==> src/rtl/otp_lock_pkg.sv <==
package otp_lock_pkg;

  typedef enum logic [3:0] {
    PH_IDLE     = 4'd0,
    PH_BLK      = 4'd1,
    PH_DBUF     = 4'd2,
    PH_OTP_CMD  = 4'd3,
    PH_POLL_A   = 4'd4,
    PH_CLR_A    = 4'd5,
    PH_PAGE     = 4'd6,
    PH_SECT     = 4'd7,
    PH_MARK     = 4'd8,
    PH_PRG_CMD  = 4'd9,
    PH_POLL_B   = 4'd10,
    PH_CLR_B    = 4'd11,
    PH_CRST     = 4'd12,
    PH_STAT     = 4'd13,
    PH_FIN      = 4'd14
  } phase_t;

  localparam logic [15:0] A_BLK  = 16'hF100;
  localparam logic [15:0] A_DBUF = 16'hF101;
  localparam logic [15:0] A_PAGE = 16'hF107;
  localparam logic [15:0] A_SECT = 16'hF200;
  localparam logic [15:0] A_CMD  = 16'hF220;
  localparam logic [15:0] A_STAT = 16'hF240;
  localparam logic [15:0] A_INT  = 16'hF241;

  localparam logic [15:0] C_OTP     = 16'h0065;
  localparam logic [15:0] INT_MASK  = 16'h8000;
  localparam logic [15:0] LOCK_MASK = 16'h0020;

  function automatic logic [15:0] blk_word(input logic [14:0] b);
    return {1'b0, b};
  endfunction

  function automatic logic [15:0] sect_word(input logic alt);
    return alt ? 16'h0C01 : 16'h0801;
  endfunction

  function automatic logic [15:0] prog_word(input logic alt);
    return alt ? 16'h001A : 16'h0080;
  endfunction

  function automatic logic [15:0] marker_word();
    return {8'hFF, 8'hF3};
  endfunction

  function automatic logic int_set(input logic [15:0] w);
    return |(w & INT_MASK);
  endfunction

  function automatic logic lock_set(input logic [15:0] w);
    return |(w & LOCK_MASK);
  endfunction

  function automatic phase_t step_after(input phase_t p);
    return phase_t'(4'(p) + 4'd1);
  endfunction

endpackage

==> src/rtl/otp_lock_script.sv <==
module otp_lock_script
  import otp_lock_pkg::*;
#(
  parameter logic [15:0] MARK_ADDR = 16'h8017
) (
  input  phase_t      ph,
  input  logic [14:0] blk,
  input  logic        buf_alt,
  input  logic        prog_alt,
  output logic        is_wr,
  output logic        is_rd,
  output logic [15:0] addr,
  output logic [15:0] wdata
);

  always_comb begin
    is_wr = 1'b1;
    is_rd = 1'b0;
    addr  = '0;
    wdata = '0;
    unique case (ph)
      PH_BLK:     begin addr = A_BLK;     wdata = blk_word(blk);      end
      PH_DBUF:    begin addr = A_DBUF;    wdata = '0;                 end
      PH_OTP_CMD: begin addr = A_CMD;     wdata = C_OTP;              end
      PH_CLR_A,
      PH_CLR_B:   begin addr = A_INT;     wdata = '0;                 end
      PH_PAGE:    begin addr = A_PAGE;    wdata = '0;                 end
      PH_SECT:    begin addr = A_SECT;    wdata = sect_word(buf_alt); end
      PH_MARK:    begin addr = MARK_ADDR; wdata = marker_word();      end
      PH_PRG_CMD: begin addr = A_CMD;     wdata = prog_word(prog_alt); end
      PH_POLL_A,
      PH_POLL_B:  begin is_wr = 1'b0; is_rd = 1'b1; addr = A_INT;  end
      PH_STAT:    begin is_wr = 1'b0; is_rd = 1'b1; addr = A_STAT; end
      default:    begin is_wr = 1'b0; end
    endcase
  end

endmodule

==> src/rtl/otp_poll_unit.sv <==
module otp_poll_unit
  import otp_lock_pkg::*;
#(
  parameter int TW = 16
) (
  input  logic          clk,
  input  logic          rst_n,
  input  logic          active,
  input  logic          sample,
  input  logic [15:0]   rdata,
  input  logic [TW-1:0] lim,
  output logic          hit,
  output logic          expire
);

  logic          seen_low;
  logic [TW-1:0] cnt;
  logic          flag;

  assign flag   = int_set(rdata);
  assign hit    = active && sample && flag && seen_low;
  assign expire = active && !hit && (cnt >= lim);

  always_ff @(posedge clk or negedge rst_n) begin
    if (!rst_n) begin
      seen_low <= 1'b0;
      cnt      <= '0;
    end else if (!active) begin
      seen_low <= 1'b0;
      cnt      <= '0;
    end else begin
      if (sample && !flag) seen_low <= 1'b1;
      if (cnt != '1) cnt <= cnt + 1'b1;
    end
  end

  AST_TMR_BOUND: assert property (@(posedge clk) disable iff (!rst_n)
    active |-> cnt <= lim) else $error("wait timer passed limit");
  AST_EDGE_SEEN: assert property (@(posedge clk) disable iff (!rst_n)
    hit |-> $past(active)) else $error("accept without prior read");

endmodule

==> src/rtl/otp_lock_seq.sv <==
module otp_lock_seq
  import otp_lock_pkg::*;
#(
  parameter int          TW        = 16,
  parameter int          RST_CYC   = 4,
  parameter logic [15:0] MARK_ADDR = 16'h8017
) (
  input  logic          clk,
  input  logic          rst_n,
  input  logic          start,
  input  logic [14:0]   blk_addr,
  input  logic          buf_alt,
  input  logic          prog_alt,
  input  logic          auto_int,
  input  logic [TW-1:0] poll_limit,
  output logic          reg_wr,
  output logic          reg_rd,
  output logic [15:0]   reg_addr,
  output logic [15:0]   reg_wdata,
  input  logic [15:0]   reg_rdata,
  output logic          rst_req,
  input  logic          rst_done,
  output logic          busy,
  output logic          done,
  output logic          pass,
  output logic [3:0]    phase
);

  localparam int RCW = $clog2(RST_CYC + 1);

  phase_t          st;
  logic            rd_wait;
  logic [RCW-1:0]  tmr;
  logic [14:0]     c_blk;
  logic            c_buf, c_prog, c_auto;
  logic [TW-1:0]   c_lim;

  logic            s_wr, s_rd;
  logic            poll_act, poll_hit, poll_exp;
  logic            hold_end;

  otp_lock_script #(.MARK_ADDR(MARK_ADDR)) u_script (
    .ph(st), .blk(c_blk), .buf_alt(c_buf), .prog_alt(c_prog),
    .is_wr(s_wr), .is_rd(s_rd), .addr(reg_addr), .wdata(reg_wdata)
  );

  assign poll_act = busy && (st == PH_POLL_A || st == PH_POLL_B);

  otp_poll_unit #(.TW(TW)) u_poll (
    .clk(clk), .rst_n(rst_n), .active(poll_act), .sample(rd_wait),
    .rdata(reg_rdata), .lim(c_lim), .hit(poll_hit), .expire(poll_exp)
  );

  assign reg_wr   = busy && s_wr;
  assign reg_rd   = busy && s_rd && !rd_wait;
  assign hold_end = (tmr == RCW'(RST_CYC));
  assign rst_req  = busy && (st == PH_CRST) && !hold_end;
  assign phase    = 4'(st);

  always_ff @(posedge clk or negedge rst_n) begin
    if (!rst_n) begin
      st      <= PH_IDLE;
      busy    <= 1'b0;
      done    <= 1'b0;
      pass    <= 1'b0;
      rd_wait <= 1'b0;
      tmr     <= '0;
      c_blk   <= '0;
      c_buf   <= 1'b0;
      c_prog  <= 1'b0;
      c_auto  <= 1'b0;
      c_lim   <= '0;
    end else if (!busy) begin
      if (start) begin
        st      <= PH_BLK;
        busy    <= 1'b1;
        done    <= 1'b0;
        pass    <= 1'b0;
        rd_wait <= 1'b0;
        tmr     <= '0;
        c_blk   <= blk_addr;
        c_buf   <= buf_alt;
        c_prog  <= prog_alt;
        c_auto  <= auto_int;
        c_lim   <= poll_limit;
      end
    end else begin
      if (st != PH_CRST) tmr <= '0;
      unique case (st)
        PH_POLL_A, PH_POLL_B: begin
          rd_wait <= ~rd_wait;
          if (poll_hit) begin
            rd_wait <= 1'b0;
            if (c_auto) st <= (st == PH_POLL_A) ? PH_PAGE : PH_CRST;
            else        st <= step_after(st);
          end else if (poll_exp) begin
            busy <= 1'b0;
            done <= 1'b1;
          end
        end
        PH_CRST: begin
          if (!hold_end) tmr <= tmr + 1'b1;
          else if (rst_done) begin
            st      <= PH_STAT;
            rd_wait <= 1'b0;
          end
        end
        PH_STAT: begin
          rd_wait <= ~rd_wait;
          if (rd_wait) begin
            busy <= 1'b0;
            done <= 1'b1;
            pass <= lock_set(reg_rdata);
            if (lock_set(reg_rdata)) st <= PH_FIN;
          end
        end
        PH_IDLE, PH_FIN: st <= st;
        default: st <= step_after(st);
      endcase
    end
  end

  AST_ONE_STROBE: assert property (@(posedge clk) disable iff (!rst_n)
    !(reg_wr && reg_rd)) else $error("read and write together");
  AST_IDLE_QUIET: assert property (@(posedge clk) disable iff (!rst_n)
    !busy |-> !(reg_wr || reg_rd || rst_req)) else $error("access while idle");
  AST_DONE_EXCL: assert property (@(posedge clk) disable iff (!rst_n)
    done |-> !busy) else $error("done during run");
  AST_PASS_END: assert property (@(posedge clk) disable iff (!rst_n)
    pass |-> (done && phase == 4'd14)) else $error("pass outside success end");
  AST_START_HELD: assert property (@(posedge clk) disable iff (!rst_n)
    (busy && start && !poll_exp && !(st == PH_STAT && rd_wait)) |=> busy)
    else $error("restart during run");
  AST_STAT_AFTER_RST: assert property (@(posedge clk) disable iff (!rst_n)
    (st == PH_STAT && !$past(st == PH_STAT)) |-> $past(rst_done))
    else $error("status read before reset done");

endmodule

==> config.mk <==
export PLATFORM = sky130hd
export DESIGN_NAME = otp_lock_seq
export DESIGN_NICKNAME = d
export VERILOG_FILES = /design/src/rtl/otp_lock_pkg.sv /design/src/rtl/otp_lock_script.sv /design/src/rtl/otp_poll_unit.sv /design/src/rtl/otp_lock_seq.sv
export SDC_FILE = /design/constraint.sdc
export NUM_CORES = 1
export LEC_CHECK = 0
export ABC_CLOCK_PERIOD_IN_PS = 2300
export BUFFER_PORTS_ARGS = -buffer_cell sky130_fd_sc_hd__buf_2
export CORE_MARGIN = 3
export CORE_UTILIZATION = 30
export DETAILED_ROUTE_END_ITERATION = 8
export GPL_TIMING_DRIVEN = 0
export RECOVER_POWER = 100
export SYNTH_ARGS = -nofsm -noshare
export SYNTH_HDL_FRONTEND = slang
export SYNTH_SLANG_ARGS = --single-unit
==> constraint.sdc <==
create_clock -name clk -period 2.3 [get_ports clk]
set_clock_uncertainty 0.05 [all_clocks]
set_input_delay 0.575 -clock clk [delete_from_list [all_inputs] [get_ports clk]]
set_output_delay 0.575 -clock clk [all_outputs]
set_load 0.005 [all_outputs]
==> reports/metrics.yaml <==
vias: 3505
die_h_um: 119
htree_levels: 3
endpoint_kind: "primary output"
post-place-ws_ps: -364
crit_top_cell: "buf_6"
final_cell_mix: "74 x buf_2, 59 x dfrtp_1, 39 x nor2_1"
antenna_found_initial: 0
finalWorstSetupSlack_ps: -243
netlist_area_um2: 3810
initial_core_util_pct: 31.2
dp_hpwl_um: 7480
io_pins: 96
grt_pass1_wl_um: 18300
drt-total-wl_um: 10800
fin_crit_sh_pct: 111
path_buf_inv: 4
setup_viol: 27
power_density_nw_per_um2: 1340
tightest_slew_ps: 1600
synth_edf_count: 0
diodes: 0
grt_max_degree: 63
crit_arrival_ps: 1920
cts_num_sinks: 62
clkTransAtPathRegs_ps: 60
cp_cell_sequence: "inv_4 > ha_4 > buf_6 > a22oi_2 > o21ai_1 > or2_4 > buf_6 > buf_6"
hold_violations: 0
asyncSetResetFlopFracSynth_pct: 100
max_freq_mhz: 393
ant_nets: 0
syn_inst: 422
ys_warn_count: 0
drtIter0Drc: 209
tritoncts: "yes"
slowest_stage: "dfrtp_2"
path_delay_family: "flip-flops"
synth_seq_cells: 62
avgSynthCellArea_um2: 9.04
hold_buffers: 0
maxCapViolCount: 1
syn2layout_area_growth_pct: 37.5
drt_first_pass_iters: 4
first_global_vias: 3588
nNetsFinal: 615
grt.total_usage_pct: 15.9
via_per_inst: 4.93
max_stage_delay_ps: 460
drive_above_1_share_pct: 36.5
root_buffer: "clkbuf_16"
path_class: "reg2out"
run_status: "finished with violations"
cp.required_ps: 1670
synth_seq_area_share_pct: 40.7
io_buffers: 77
wl_per_cell_um: 15.2
clock_path_buffers: 2
startpoint_type: "flip-flop"
ys_types: 57
final_max_slew_viol_count: 63
row_count: 40
fin_crit_ps: 2540
fp.dieW_um: 119
gp_congestion: 0.834
violations: "max-capacitance violations, max-slew violations, negative setup slack"
final_common_cell: "buf_2"
drc: 0
min_path_type: "in2reg"
synth-main-ff-cell: "dfrtp_1"
p_leak_nw: 2.43
vdd_drop_max_mv: 0.477
die-area_um2: 14100
core_area_um2: 12200
overflow: 0
relSlewSlack_pct: -6.46
worstSkewPairLatency_ps: 330
cp_max_fo: 6
cts_buffers: 9
finalPower_w: 0.00701
rsz0062_at_grt: "yes"
## routing by layer
layer,track usage (%),up-vias,share of wire [%]
li1,-,1703,-
met2,26.1,89,49
met5,0,-,0
met4,4.71,0,1.3
met3,3.88,12,5.0
met1,20.9,1701,45
## cell type report
| type | instances | area [µm²] |
|---|---|---|
| plain buffers | 27 | 223 |
| clock buffers | 12 | 246 |
| clock inverters | 4 | 70.1 |
| fillers | 1220 | 6970 |
| inverters | 31 | 124 |
| multi-input cells | 303 | 2190 |
| flip-flops and latches | 62 | 1560 |
| well taps | 168 | 210 |
| repair buffers | 104 | 622 |
## final timing paths
path | slack (ps) | cells after the start | to | start
max | -240 | 8 | reg_addr[14] | phase[0]$_DFFE_PN0P_
min | 400 | 3 | c_lim[5]$_DFFE_PN0P_ | poll_limit[5]
max reg2reg | 70 | 8 | phase[0]$_DFFE_PN0P_ | phase[0]$_DFFE_PN0P_
min reg2reg | 440 | 2 | u_poll.seen_low$_DFFE_PN0P_ | u_poll.seen_low$_DFFE_PN0P_
max in group asynchronous | 550 | 1 | phase[1]$_DFFE_PN0P_ | rst_n
min in group asynchronous | 610 | 1 | u_poll.cnt[1]$_DFFE_PN0P_ | rst_n
## tightest hold or removal path, delay by kind of cell
family                 cells  cell delay (ps)
AO/OA/AOI/OAI              1               60
AND/OR/NAND/NOR            1               30
buffers and inverters      1               70
## cells in the mapped netlist, types with 2 or more instances
cell | instances | area, µm²
a211oi_1 | 8 | 60.1
a21o_1 | 4 | 30.0
a21oi_1 | 34 | 170
a22oi_1 | 3 | 22.5
a311oi_1 | 2 | 17.5
a31oi_1 | 2 | 12.5
and2_1 | 3 | 18.8
and3_1 | 3 | 18.8
buf_1 | 4 | 15.0
buf_2 | 6 | 30.0
buf_4 | 7 | 52.6
clkbuf_1 | 12 | 45.0
dfrtp_1 | 62 | 1550
ha_1 | 23 | 288
inv_1 | 31 | 116
mux2_1 | 2 | 22.5
mux2_2 | 19 | 214
mux2i_1 | 8 | 80.1
nand2_1 | 37 | 139
nand2b_1 | 4 | 25.0
nand3_1 | 14 | 70.1
nand4_1 | 7 | 43.8
nor2_1 | 40 | 150
nor2b_1 | 8 | 50.1
nor3_1 | 7 | 35.0
o211a_1 | 3 | 30.0
o21a_1 | 2 | 15.0
o21ai_0 | 29 | 145
or2_2 | 2 | 12.5
or3_1 | 3 | 18.8
xnor2_1 | 6 | 52.6
xor2_1 | 2 | 17.5
## flip-flops by register name (all words and copies together) (netlist names), 3 cells and up
signal      flops
u_poll.cnt     16
tmr             3
c_lim          16
c_blk          15
phase           4
## where the power goes
part           switching [W]  internal, W  total, W  leakage (nW)
registers           0.000275      0.00148   0.00175         0.781
clock network       0.000486     0.000975   0.00146         0.157
logic                0.00185      0.00195   0.00380          1.50
## timing repair
action	CTS	global route
setup endpoints to repair	42	40
cloned	2	0
pin swaps	17	5
gates resized for setup	79	16
buffers inserted	17	8
## per-stage QoR
| stage | instances | setup TNS (ps) | hold WS, ps | util, % | area (µm²) |
|---|---|---|---|---|---|
| final | 711 | -2610 | 400 | 43.0 | 5250 |
| after global routing | 711 | -4730 | 407 | 43.0 | 5250 |
| after CTS | 704 | -2800 | 333 | 42.1 | 5140 |
| after detailed placement | 670 | -6160 | 437 | 36.3 | 4430 |
| after global placement | 670 | -5610 | 427 | 36.3 | 4430 |
| after floorplan | 425 | 0 | 229 | - | 3830 |
## kinds of logic after synthesis
logic type	synth area share [%]
simple gates	17.3
compound gates	17.4
flops	40.7
buf+inv	6.79
mux	8.30
fa+ha+maj	7.54
xor+xnor	1.84
other cells	0.0983
Power figures use the tool's default switching activity.
